File: src/rtl/sirq_agent_pkg.sv
package sirq_agent_pkg;

  typedef enum logic [1:0] {
    BUS_IDLE   = 2'd0,
    BUS_START  = 2'd1,
    BUS_FRAMES = 2'd2
  } bus_state_e;

  typedef enum logic [1:0] {
    PH_SAMPLE  = 2'd0,
    PH_RECOVER = 2'd1,
    PH_TURN    = 2'd2
  } phase_e;

endpackage

File: src/rtl/sirq_input_stage.sv
module sirq_input_stage #(
  parameter int NUM_IRQ = 16
) (
  input  logic               clk,
  input  logic               rst,
  input  logic [NUM_IRQ-1:0] irq_raw,
  output logic [NUM_IRQ-1:0] irq_lvl,
  output logic               irq_changed
);

  logic [NUM_IRQ-1:0] irq_prev;

  always_ff @(posedge clk) begin
    if (rst) begin
      irq_lvl  <= '0;
      irq_prev <= '0;
    end else begin
      irq_lvl  <= irq_raw;
      irq_prev <= irq_lvl;
    end
  end

  assign irq_changed = |(irq_lvl ^ irq_prev);

endmodule

File: src/rtl/sirq_frame_tracker.sv
module sirq_frame_tracker
  import sirq_agent_pkg::*;
#(
  parameter int MAX_FRAMES = 32,
  parameter int SLOT_W     = 6
) (
  input  logic              clk,
  input  logic              rst,
  input  logic              line,
  output bus_state_e        state_q,
  output bus_state_e        state_d,
  output phase_e            phase_q,
  output phase_e            phase_d,
  output logic [SLOT_W-1:0] slot_q,
  output logic [SLOT_W-1:0] slot_d,
  output logic              quiet_q,
  output logic              rise
);

  localparam logic [SLOT_W-1:0] SLOT_MAX = SLOT_W'(MAX_FRAMES);

  logic [1:0] lowrun_q, lowrun_d;
  logic       quiet_d;

  always_comb begin
    state_d  = state_q;
    phase_d  = phase_q;
    slot_d   = slot_q;
    lowrun_d = lowrun_q;
    quiet_d  = quiet_q;
    rise     = 1'b0;
    case (state_q)
      BUS_IDLE: begin
        if (!line) state_d = BUS_START;
      end
      BUS_START: begin
        if (line) begin
          rise     = 1'b1;
          state_d  = BUS_FRAMES;
          phase_d  = PH_TURN;
          slot_d   = '0;
          lowrun_d = '0;
        end
      end
      BUS_FRAMES: begin
        case (phase_q)
          PH_SAMPLE: begin
            phase_d = PH_RECOVER;
            if (slot_q != SLOT_MAX) slot_d = slot_q + 1'b1;
          end
          PH_RECOVER: phase_d = PH_TURN;
          default:    phase_d = PH_SAMPLE;
        endcase
        if (!line) begin
          if (lowrun_q != 2'd3) lowrun_d = lowrun_q + 2'd1;
        end else begin
          lowrun_d = '0;
          if (lowrun_q >= 2'd2) begin
            state_d = BUS_IDLE;
            quiet_d = (lowrun_q == 2'd2);
          end
        end
      end
      default: state_d = BUS_IDLE;
    endcase
  end

  always_ff @(posedge clk) begin
    if (rst) begin
      state_q  <= BUS_IDLE;
      phase_q  <= PH_TURN;
      slot_q   <= '0;
      lowrun_q <= '0;
      quiet_q  <= 1'b0;
    end else begin
      state_q  <= state_d;
      phase_q  <= phase_d;
      slot_q   <= slot_d;
      lowrun_q <= lowrun_d;
      quiet_q  <= quiet_d;
    end
  end

endmodule

File: src/rtl/sirq_start_request.sv
module sirq_start_request (
  input  logic clk,
  input  logic rst,
  input  logic bus_idle,
  input  logic quiet,
  input  logic line,
  input  logic irq_changed,
  input  logic rise,
  output logic start_go
);

  logic pending_q;

  always_ff @(posedge clk) begin
    if (rst)              pending_q <= 1'b0;
    else if (irq_changed) pending_q <= 1'b1;
    else if (rise)        pending_q <= 1'b0;
  end

  assign start_go = bus_idle && quiet && pending_q && line;

endmodule

File: src/rtl/sirq_slot_driver.sv
module sirq_slot_driver
  import sirq_agent_pkg::*;
#(
  parameter int NUM_IRQ = 16,
  parameter int SLOT_W  = 6
) (
  input  logic               clk,
  input  logic               rst,
  input  logic               frames_d,
  input  phase_e             phase_d,
  input  logic [SLOT_W-1:0]  slot_d,
  input  logic [NUM_IRQ-1:0] irq_lvl,
  input  logic               start_go,
  output logic               sirq_out,
  output logic               sirq_oe
);

  logic sel_lvl;
  logic drive_low_d, drive_high_d;
  logic drove_q;

  always_comb begin
    sel_lvl = 1'b0;
    for (int i = 0; i < NUM_IRQ; i++) begin
      if (slot_d == SLOT_W'(i)) sel_lvl = irq_lvl[i];
    end
  end

  assign drive_low_d  = frames_d && (phase_d == PH_SAMPLE) && sel_lvl;
  assign drive_high_d = frames_d && (phase_d == PH_RECOVER) && drove_q;

  always_ff @(posedge clk) begin
    if (rst) begin
      sirq_oe  <= 1'b0;
      sirq_out <= 1'b1;
      drove_q  <= 1'b0;
    end else begin
      drove_q <= drive_low_d && !start_go;
      if (start_go || drive_low_d) begin
        sirq_oe  <= 1'b1;
        sirq_out <= 1'b0;
      end else if (drive_high_d) begin
        sirq_oe  <= 1'b1;
        sirq_out <= 1'b1;
      end else begin
        sirq_oe  <= 1'b0;
        sirq_out <= 1'b1;
      end
    end
  end

endmodule

File: src/rtl/sirq_agent.sv
module sirq_agent
  import sirq_agent_pkg::*;
#(
  parameter int NUM_IRQ    = 16,
  parameter int MAX_FRAMES = 32
) (
  input  logic               clk,
  input  logic               rst,
  input  logic [NUM_IRQ-1:0] irq_lvl_in,
  input  logic               sirq_in,
  output logic               sirq_out,
  output logic               sirq_oe
);

  localparam int SLOT_W = $clog2(MAX_FRAMES + 1);

  logic [NUM_IRQ-1:0] irq_lvl;
  logic               irq_changed;
  bus_state_e         cur_state, nxt_state;
  phase_e             cur_phase, nxt_phase;
  logic [SLOT_W-1:0]  cur_slot, nxt_slot;
  logic               quiet_mode;
  logic               rise;
  logic               start_go;

  sirq_input_stage #(.NUM_IRQ(NUM_IRQ)) u_inp (
    .clk         (clk),
    .rst         (rst),
    .irq_raw     (irq_lvl_in),
    .irq_lvl     (irq_lvl),
    .irq_changed (irq_changed)
  );

  sirq_frame_tracker #(.MAX_FRAMES(MAX_FRAMES), .SLOT_W(SLOT_W)) u_trk (
    .clk     (clk),
    .rst     (rst),
    .line    (sirq_in),
    .state_q (cur_state),
    .state_d (nxt_state),
    .phase_q (cur_phase),
    .phase_d (nxt_phase),
    .slot_q  (cur_slot),
    .slot_d  (nxt_slot),
    .quiet_q (quiet_mode),
    .rise    (rise)
  );

  sirq_start_request u_req (
    .clk         (clk),
    .rst         (rst),
    .bus_idle    (cur_state == BUS_IDLE),
    .quiet       (quiet_mode),
    .line        (sirq_in),
    .irq_changed (irq_changed),
    .rise        (rise),
    .start_go    (start_go)
  );

  sirq_slot_driver #(.NUM_IRQ(NUM_IRQ), .SLOT_W(SLOT_W)) u_drv (
    .clk      (clk),
    .rst      (rst),
    .frames_d (nxt_state == BUS_FRAMES),
    .phase_d  (nxt_phase),
    .slot_d   (nxt_slot),
    .irq_lvl  (irq_lvl),
    .start_go (start_go),
    .sirq_out (sirq_out),
    .sirq_oe  (sirq_oe)
  );

endmodule

File: config.mk
export PLATFORM = sky130hd
export DESIGN_NAME = sirq_agent
export DESIGN_NICKNAME = d
export VERILOG_FILES = /design/src/rtl/sirq_agent_pkg.sv /design/src/rtl/sirq_input_stage.sv /design/src/rtl/sirq_frame_tracker.sv /design/src/rtl/sirq_start_request.sv /design/src/rtl/sirq_slot_driver.sv /design/src/rtl/sirq_agent.sv
export SDC_FILE = /design/constraint.sdc
export NUM_CORES = 1
export LEC_CHECK = 0
export ABC_AREA = 0
export BUFFER_PORTS_ARGS = -buffer_cell sky130_fd_sc_hd__buf_2
export CORE_MARGIN = 2
export CORE_UTILIZATION = 30
export CTS_CLUSTER_SIZE = 14
export DETAILED_ROUTE_END_ITERATION = 12
export PLACE_DENSITY = 0.43
export SKIP_LAST_GASP = 1
export SYNTH_ARGS = -nofsm -noshare
export SYNTH_HDL_FRONTEND = slang
export SYNTH_HIERARCHICAL = 1
export SYNTH_SLANG_ARGS = --single-unit
File: constraint.sdc
create_clock -name clk -period 4.5 [get_ports clk]
set_input_delay 0.675 -clock clk [delete_from_list [all_inputs] [get_ports clk]]
set_output_delay 0.675 -clock clk [all_outputs]
set_load 0.02 [all_outputs]
==> flow_metrics.py, run 1 <==
metrics = {
    "run": {
        "drv_cap": 0,
    },
    "synthesis": {
        "synthesis.yosys.warnings": 6,
        "combinational_family_with_the_most_area_after_synthesis": "simple AND/OR/NAND/NOR gates",
        "yosys.area_share.simple": 0.229,
        "synth.cells.most_frequent": "dfxtp_1, nor2b_1, xor2_1",
        "leading_post_synthesis_cells_by_cell_area": "dfxtp_1, nor2b_1, xor2_1",
        "yosys.area_share.adder": 0.0418,
        "yosysSeqAreaShare": 0.409,
        "muxShareOfSynthArea": 0.0350,
        "compound_gate_portion_of_the_synthesized_area": 0.176,
        "synth_async_sr_flop_share": 0,
        "synth_enable_flop_cells": 0,
        "net_count_synth": 278,
        "share_of_the_synthesized_netlist_area_taken_by_xor_and_xnor_gates": 0.0585,
        "avgSynthCellArea_sq_um": 9.55,
        "synthDominantCellAreaShare": 0.409,
        "syn-instance-count": 251,
        "ys_dominant_reg_cell": "dfxtp_1",
        "synth.distinct_cells": 55,
        "yosys.cell_count.top_type": "dfxtp_1",
        "post_synth_instance_area_sq_um": 2400,
        "synth_top_area_cell": "dfxtp_1",
        "synth_seq_cells": 49,
    },
    "routing": {
        "finalWirelength_um": 4700,
        "drc_markers": 0,
        "dr.first_iter.drc_count": 47,
        "via_count": 1765,
        "wl_per_cell_um": 12.6,
        "drt_pass_1_iters": 4,
        "final_antenna_net_count": 0,
        "routed_via_density": 4.74,
    },
    "clock_network": {
        "tritoncts": "yes",
        "path_clk_slew_ps": 90,
        "cts_setup_buffers": 0,
        "postcts_resize_cnt": 0,
        "ctsHtreeMaxLevel": 2,
        "numClockSinks": 49,
        "clock_network_latency_to_the_later_pin_of_the_worst_skew_pair_ps": 300,
        "cts-root-buf": "clkbuf_8",
        "numCtsBuffers": 5,
        "cts-hold-fix-buffers": 0,
        "cts_buffer_depth": 2,
    },
    "critical_path": {
        "timing.critical_path.fanout_max": 16,
        "critPathMaxStageDelay_ps": 550,
        "launching_point_of_the_worst_reg2reg_path": "u_trk/state_q[1]",
        "ff_to_ff_path_depth": 10,
        "regToRegSetupSlack_ps": 1480,
        "worst_ep_required_time_ps": 4690,
        "crit_buf_inv": 1,
        "cp_top_family": "simple AND/OR/NAND/NOR gates",
        "endpoint_kind": "flop",
        "worstReg2RegEnd": "u_drv/sirq_oe",
        "criticalPathCategory": "reg2reg",
        "worst-endpoint-arrival_ps": 3200,
        "timing.critical_path.from_type": "flop",
        "timing.critical_path.from": "u_trk/state_q[1]",
        "timing.critical_path.slowest_stage_cell": "ha_1",
        "cp-endpoint": "u_drv/sirq_oe",
        "worstPathCellList": "ha_1, and2_0, o21ai_0, o22ai_1, buf_4, mux2_1, or3_1, o211ai_2, a211oi_2, o21bai_1",
        "crit_cells": 10,
    },
    "outcome": {
        "outcome": "finished, final reports clean",
    },
    "placed_design": {
        "port-buffer-count": 20,
        "detailedPlacementHpwl_um": 3370,
        "place_congestion": 0.798,
        "postPlaceCellArea_sq_um": 2570,
        "dpl.cell_count": 365,
        "post-place-ws_ps": 1520,
    },
    "sta": {
        "fin_crit_sh": 0.670,
        "worst-slew-pin-transition_ps": 557,
        "setup_violations": 0,
        "timing.clock.skew_ps": 4.21,
        "totalNegativeSetupSlack_ps": 0,
        "period_needed_ps": 3020,
        "fmaxAchievable_mhz": 332,
        "worst_slew_margin_rel": 0.629,
        "grt_setup_unrepaired": "no",
        "finalHoldViolations": 0,
        "timing.final.ws_setup_ps": 1480,
        "maxSlewViolCount": 0,
    },
    "die": {
        "die_area_sq_um": 8720,
        "core_area_sq_um": 7730,
        "pin_count": 21,
        "chipHeight_um": 93.4,
        "initial_utilization": 0.310,
        "std_cell_rows": 32,
        "die_x_um": 93.4,
    },
    "global_route": {
        "grt_max_degree": 29,
        "grt_first_pass_wirelength_um": 8010,
        "gr-total-overflow": 0,
        "grt_pass1_vias": 1651,
        "grt_util_all_layers": 0.118,
        "antenna_found_initial": 0,
    },
    "power_and_ir_drop": {
        "vdd_drop_max_uv": 148,
        "total_leakage_power_nw": 1.09,
        "power_density_nw_per_um2": 308,
    },
    "hold_path": {
        "hold-path-cell-count": 2,
        "hold_path_class": "reg2reg",
    },
    "cells_and_area": {
        "layout.nets": 297,
        "antennaDiodeCount": 0,
        "area_growth_pct": 10.8,
        "final_cell_count_without_fillers": 372,
        "fillers": 825,
        "postLayoutCellArea_sq_um": 2660,
        "drive_above_1_share": 0.163,
    },
}
## worst reg2reg max path: stages, from the launching register on
cell and delay, ps:
dfxtp_1 440, ha_1 550, and2_0 390, o21ai_0 200, o22ai_1 150, buf_4 190
mux2_1 330, or3_1 320, o211ai_2 90, a211oi_2 100, o21bai_1 160
## layout by cell type (no fill, tap or decap), types with 2 or more instances in the layout
cell / instances
nor3b_1: 2
nor2_1: 7
or3_1: 3
mux2i_1: 5
nor4_1: 4
o31ai_1: 3
buf_2: 20
nor2b_1: 36
and4bb_2: 2
or3b_4: 2
buf_4: 2
o31a_1: 2
inv_1: 14
nand2_1: 10
a21oi_1: 5
o21bai_1: 3
dfxtp_1: 49
xor2_1: 16
a21o_1: 3
a211oi_1: 5
o21ai_0: 8
nand3_1: 8
clkbuf_8: 5
nand4_1: 2
a31oi_1: 7
o22ai_1: 2
nand2b_1: 3
o21a_1: 2
ha_1: 8
o211ai_1: 6
## cell families (layout without fill, tap and decap cells)
kind of cell               after synthesis  in the layout
AOI/OAI and AO/OA                       58             58
and+or+nand+nor                         89             89
xor gates and xnor gates                16             16
adders and majority gates                8              8
buffers and inverters                   24             43
DFF                                     49             49
muxes                                    7              7
## state kept, by name, indices dropped and copies added, names as in the netlist, 2 cells and up
register,count
u_inp/irq_lvl,16
u_trk/phase_q,2
u_trk/state_q,2
u_trk/slot_q,6
u_trk/lowrun_q,2
u_inp/irq_prev,16
## metrics by stage
step,total power [W],hold slack [ps],utilization
2_1_floorplan,0.000548,446,-
3_3_place_gp,0.000573,478,0.333
5_1_grt,0.000866,517,0.344
4_1_cts,0.000831,501,0.344
6_report,0.000817,495,0.344
3_5_place_dp,0.000571,487,0.333
## routing by layer
| layer | global-route usage | up-vias | wire [um] |
|---|---|---|---|
| met4 | 0.0294 | 0 | 47 |
| met3 | 0.0363 | 5 | 173 |
| li1 | - | 922 | - |
| met2 | 0.187 | 38 | 2160 |
| met1 | 0.155 | 800 | 2320 |
| met5 | 0 | - | 0 |
## worst min-delay path by stage
| stage | startpoint | to | slack (ps) |
|---|---|---|---|
| final | u_req/pending_q | u_req/pending_q | 500 |
| after global routing | u_inp/irq_lvl[6] | u_inp/irq_prev[6] | 520 |
| after global placement | u_req/pending_q | u_req/pending_q | 480 |
| after floorplan | u_trk/quiet_q | u_trk/quiet_q | 450 |
| after detailed placement | u_inp/irq_lvl[6] | u_inp/irq_prev[6] | 490 |
| after CTS | u_req/pending_q | u_req/pending_q | 500 |
## layout make-up
| class | instances | area [sq um] | share of cell area |
|---|---|---|---|
| clock inverters | 2 | 16.3 | 0.00613 |
| repair buffers | 22 | 115 | 0.0434 |
| inverters | 14 | 52.6 | 0.0198 |
| flip-flops and latches | 49 | 981 | 0.369 |
| multi-input cells | 178 | 1290 | 0.487 |
| clock buffers | 5 | 68.8 | 0.0259 |
| well taps | 102 | 128 | 0.0481 |
## power breakdown
group	switching [W]	total (W)	leakage, nW	internal (W)
sequential	0.0000167	0.000468	0.403	0.000451
clock	0.000149	0.000256	0.0402	0.000107
combinational	0.0000492	0.0000927	0.643	0.0000434
total	0.000215	0.000817	1.09	0.000602
(Power assumes the default switching activity.)
==> run 2, diff against run 1 <==
==> constraint.sdc (replaced) <==
create_clock -name clk -period 3 [get_ports clk]
set_input_delay 0.45 -clock clk [delete_from_list [all_inputs] [get_ports clk]]
set_output_delay 0.45 -clock clk [all_outputs]
set_load 0.02 [all_outputs]
==> run 2 against run 1 <==
Compared with the run above:
- design area up 2.5%
- global-route usage rose by 0.31 points
- worst setup slack got worse by 1200 ps
- sequential share of layout area decreased by 0.92 points
- core utilization grew 0.87 points
- via count increased by 1.8%
- non-clock buffer count increased by 5
- worst hold slack worse by 150 ps
- flip-flop and latch count unchanged
- critical path depth increased by 1
==> flow_metrics.py, run 2 (synthesis gave the netlist of run 1 again) <==
metrics = {
    "routing": {
        "wl_per_cell_um": 13.0,
        "via_count": 1796,
        "drc_markers": 0,
        "dr.first_iter.drc_count": 88,
        "final_antenna_net_count": 0,
        "routed_via_density": 4.75,
        "finalWirelength_um": 4930,
        "drt_pass_1_iters": 4,
    },
    "clock_network": {
        "cts-hold-fix-buffers": 0,
        "clock_network_latency_to_the_later_pin_of_the_worst_skew_pair_ps": 300,
        "cts-root-buf": "clkbuf_8",
        "ctsHtreeMaxLevel": 2,
        "numClockSinks": 49,
        "path_clk_slew_ps": 100,
        "numCtsBuffers": 5,
        "cts_buffer_depth": 2,
        "tritoncts": "yes",
    },
    "critical_path": {
        "timing.critical_path.fanout_max": 7,
        "critPathMaxStageDelay_ps": 430,
        "crit_path_frequent_cell": "inv_1",
        "regToRegSetupSlack_ps": 270,
        "timing.critical_path.slowest_stage_cell": "dfxtp_1",
        "endpoint_kind": "flop",
        "worst-endpoint-arrival_ps": 2910,
        "worst_ep_required_time_ps": 3180,
        "timing.critical_path.from_type": "flop",
        "worstPathCellList": "inv_1, ha_1, inv_1, buf_4, a211oi_1, o22ai_2, mux2_1, or3_1, o211ai_2, a211oi_2, o21bai_1",
        "criticalPathCategory": "reg2reg",
    },
    "cells_and_area": {
        "layout.cells.most_common_list": "dfxtp_1, nor2b_1, buf_2",
        "seqCellArea_sq_um": 981,
        "layout.nets": 302,
        "area_of_the_multi_input_gates_sq_um": 1310,
        "area_growth_pct": 13.6,
        "final_core_utilization": 0.352,
        "antennaDiodeCount": 0,
        "fillers": 821,
        "drive_above_1_share": 0.192,
        "largest_registers": "u_inp/irq_lvl (16), u_inp/irq_prev (16), u_trk/slot_q (6)",
        "mostFrequentLayoutCell": "dfxtp_1",
    },
    "placed_design": {
        "port-buffer-count": 20,
        "detailedPlacementHpwl_um": 3490,
        "place_congestion": 0.742,
    },
    "die": {
        "initial_utilization": 0.310,
        "core_area_sq_um": 7730,
        "std_cell_rows": 32,
        "chipHeight_um": 93.4,
        "die_area_sq_um": 8720,
        "pin_count": 21,
        "die_x_um": 93.4,
    },
    "power_and_ir_drop": {
        "internal-power_w": 0.000938,
        "power_density_nw_per_um2": 468,
        "switching_share": 0.265,
        "combPwrFrac": 0.117,
        "total_leakage_power_nw": 1.14,
        "netSwitchingPower_w": 0.000337,
        "vdd_drop_max_uv": 203,
        "power_share_of_the_clock_group": 0.333,
        "power.sequential.fraction": 0.550,
        "total_power_w": 0.00128,
    },
    "sta": {
        "worst-slew-pin-transition_ps": 693,
        "worst_slew_margin_rel": 0.538,
        "grt_setup_unrepaired": "no",
        "timing.clock.skew_ps": 7.94,
        "period_needed_ps": 2730,
        "totalNegativeSetupSlack_ps": 0,
        "finalHoldViolations": 0,
        "maxSlewViolCount": 0,
        "fin_crit_sh": 0.911,
        "fmaxAchievable_mhz": 366,
        "setup_violations": 0,
    },
    "run": {
        "drv_cap": 0,
    },
    "outcome": {
        "outcome": "finished, final reports clean",
    },
    "global_route": {
        "antenna_found_initial": 0,
        "grt_pass1_vias": 1705,
        "grt_util_all_layers": 0.121,
        "grt_first_pass_wirelength_um": 8380,
        "gr-total-overflow": 0,
        "grt_max_degree": 35,
    },
    "hold_path": {
        "hold_path_class": "in2reg",
    },
}
-- run 2: final timing paths --
path,startpoint,to,cells past startpoint
hold / removal,irq_lvl_in[3],u_inp/irq_lvl[3],2
hold reg to reg,u_inp/irq_lvl[14],u_inp/irq_prev[14],1
setup / recovery,u_trk/state_q[1],u_drv/sirq_oe,11
setup reg to reg,u_trk/state_q[1],u_drv/sirq_oe,11
-- run 2: repair_timing --
item                       CTS  global route
buffers inserted             0             1
setup endpoints to repair    0             3
resized for setup            0             6
-- run 2: layout make-up --
cell class | instances | area share
clock buffers | 6 | 0.0303
clock inverters | 2 | 0.00597
inverters | 14 | 0.0193
multi-input cells | 178 | 0.481
flip-flops and latches | 49 | 0.360
well taps | 102 | 0.0469
repair buffers | 27 | 0.0561
-- run 2: layer usage --
layer | up-vias | share of wire | wire, um | GRT usage
met5 | - | 0 | 0 | 0
li1 | 933 | - | - | -
met2 | 26 | 0.46 | 2250 | 0.187
met4 | 0 | 0.011 | 53 | 0.0404
met3 | 5 | 0.033 | 163 | 0.0258
met1 | 832 | 0.50 | 2470 | 0.166
-- run 2: critical path: cells and delay by family, from the launching register on --
family                   cells  cell delay [ps]
AO/OA/AOI/OAI                5              780
adder cells (fa/ha/maj)      1              400
buffers and inverters        3              330
flip-flops                   1              430
multiplexers                 1              330
AND/OR/NAND/NOR              1              320
-- run 2: per-stage QoR --
| stage | setup slack [ps] | cells | hold slack, ps | cell area, sq um |
|---|---|---|---|---|
| 6_report | 266 | 378 | 349 | 2720 |
| 5_1_grt | 24.4 | 378 | 341 | 2720 |
| 4_1_cts | 130 | 377 | 337 | 2700 |
| 3_5_place_dp | 161 | 369 | 489 | 2600 |
| 3_3_place_gp | 152 | 369 | 481 | 2600 |
| 2_1_floorplan | 476 | 251 | 446 | 2400 |
-- run 2: power groups by stage --
stage	Sequential, W	Clock (W)	Combinational (W)
finish	0.000701	0.000424	0.000149
global placement	0.000718	0	0.000148
floorplan	0.000707	0	0.000115
detailed placement	0.000717	0	0.000147
global route	0.000707	0.000476	0.000168
CTS	0.000702	0.000449	0.000148
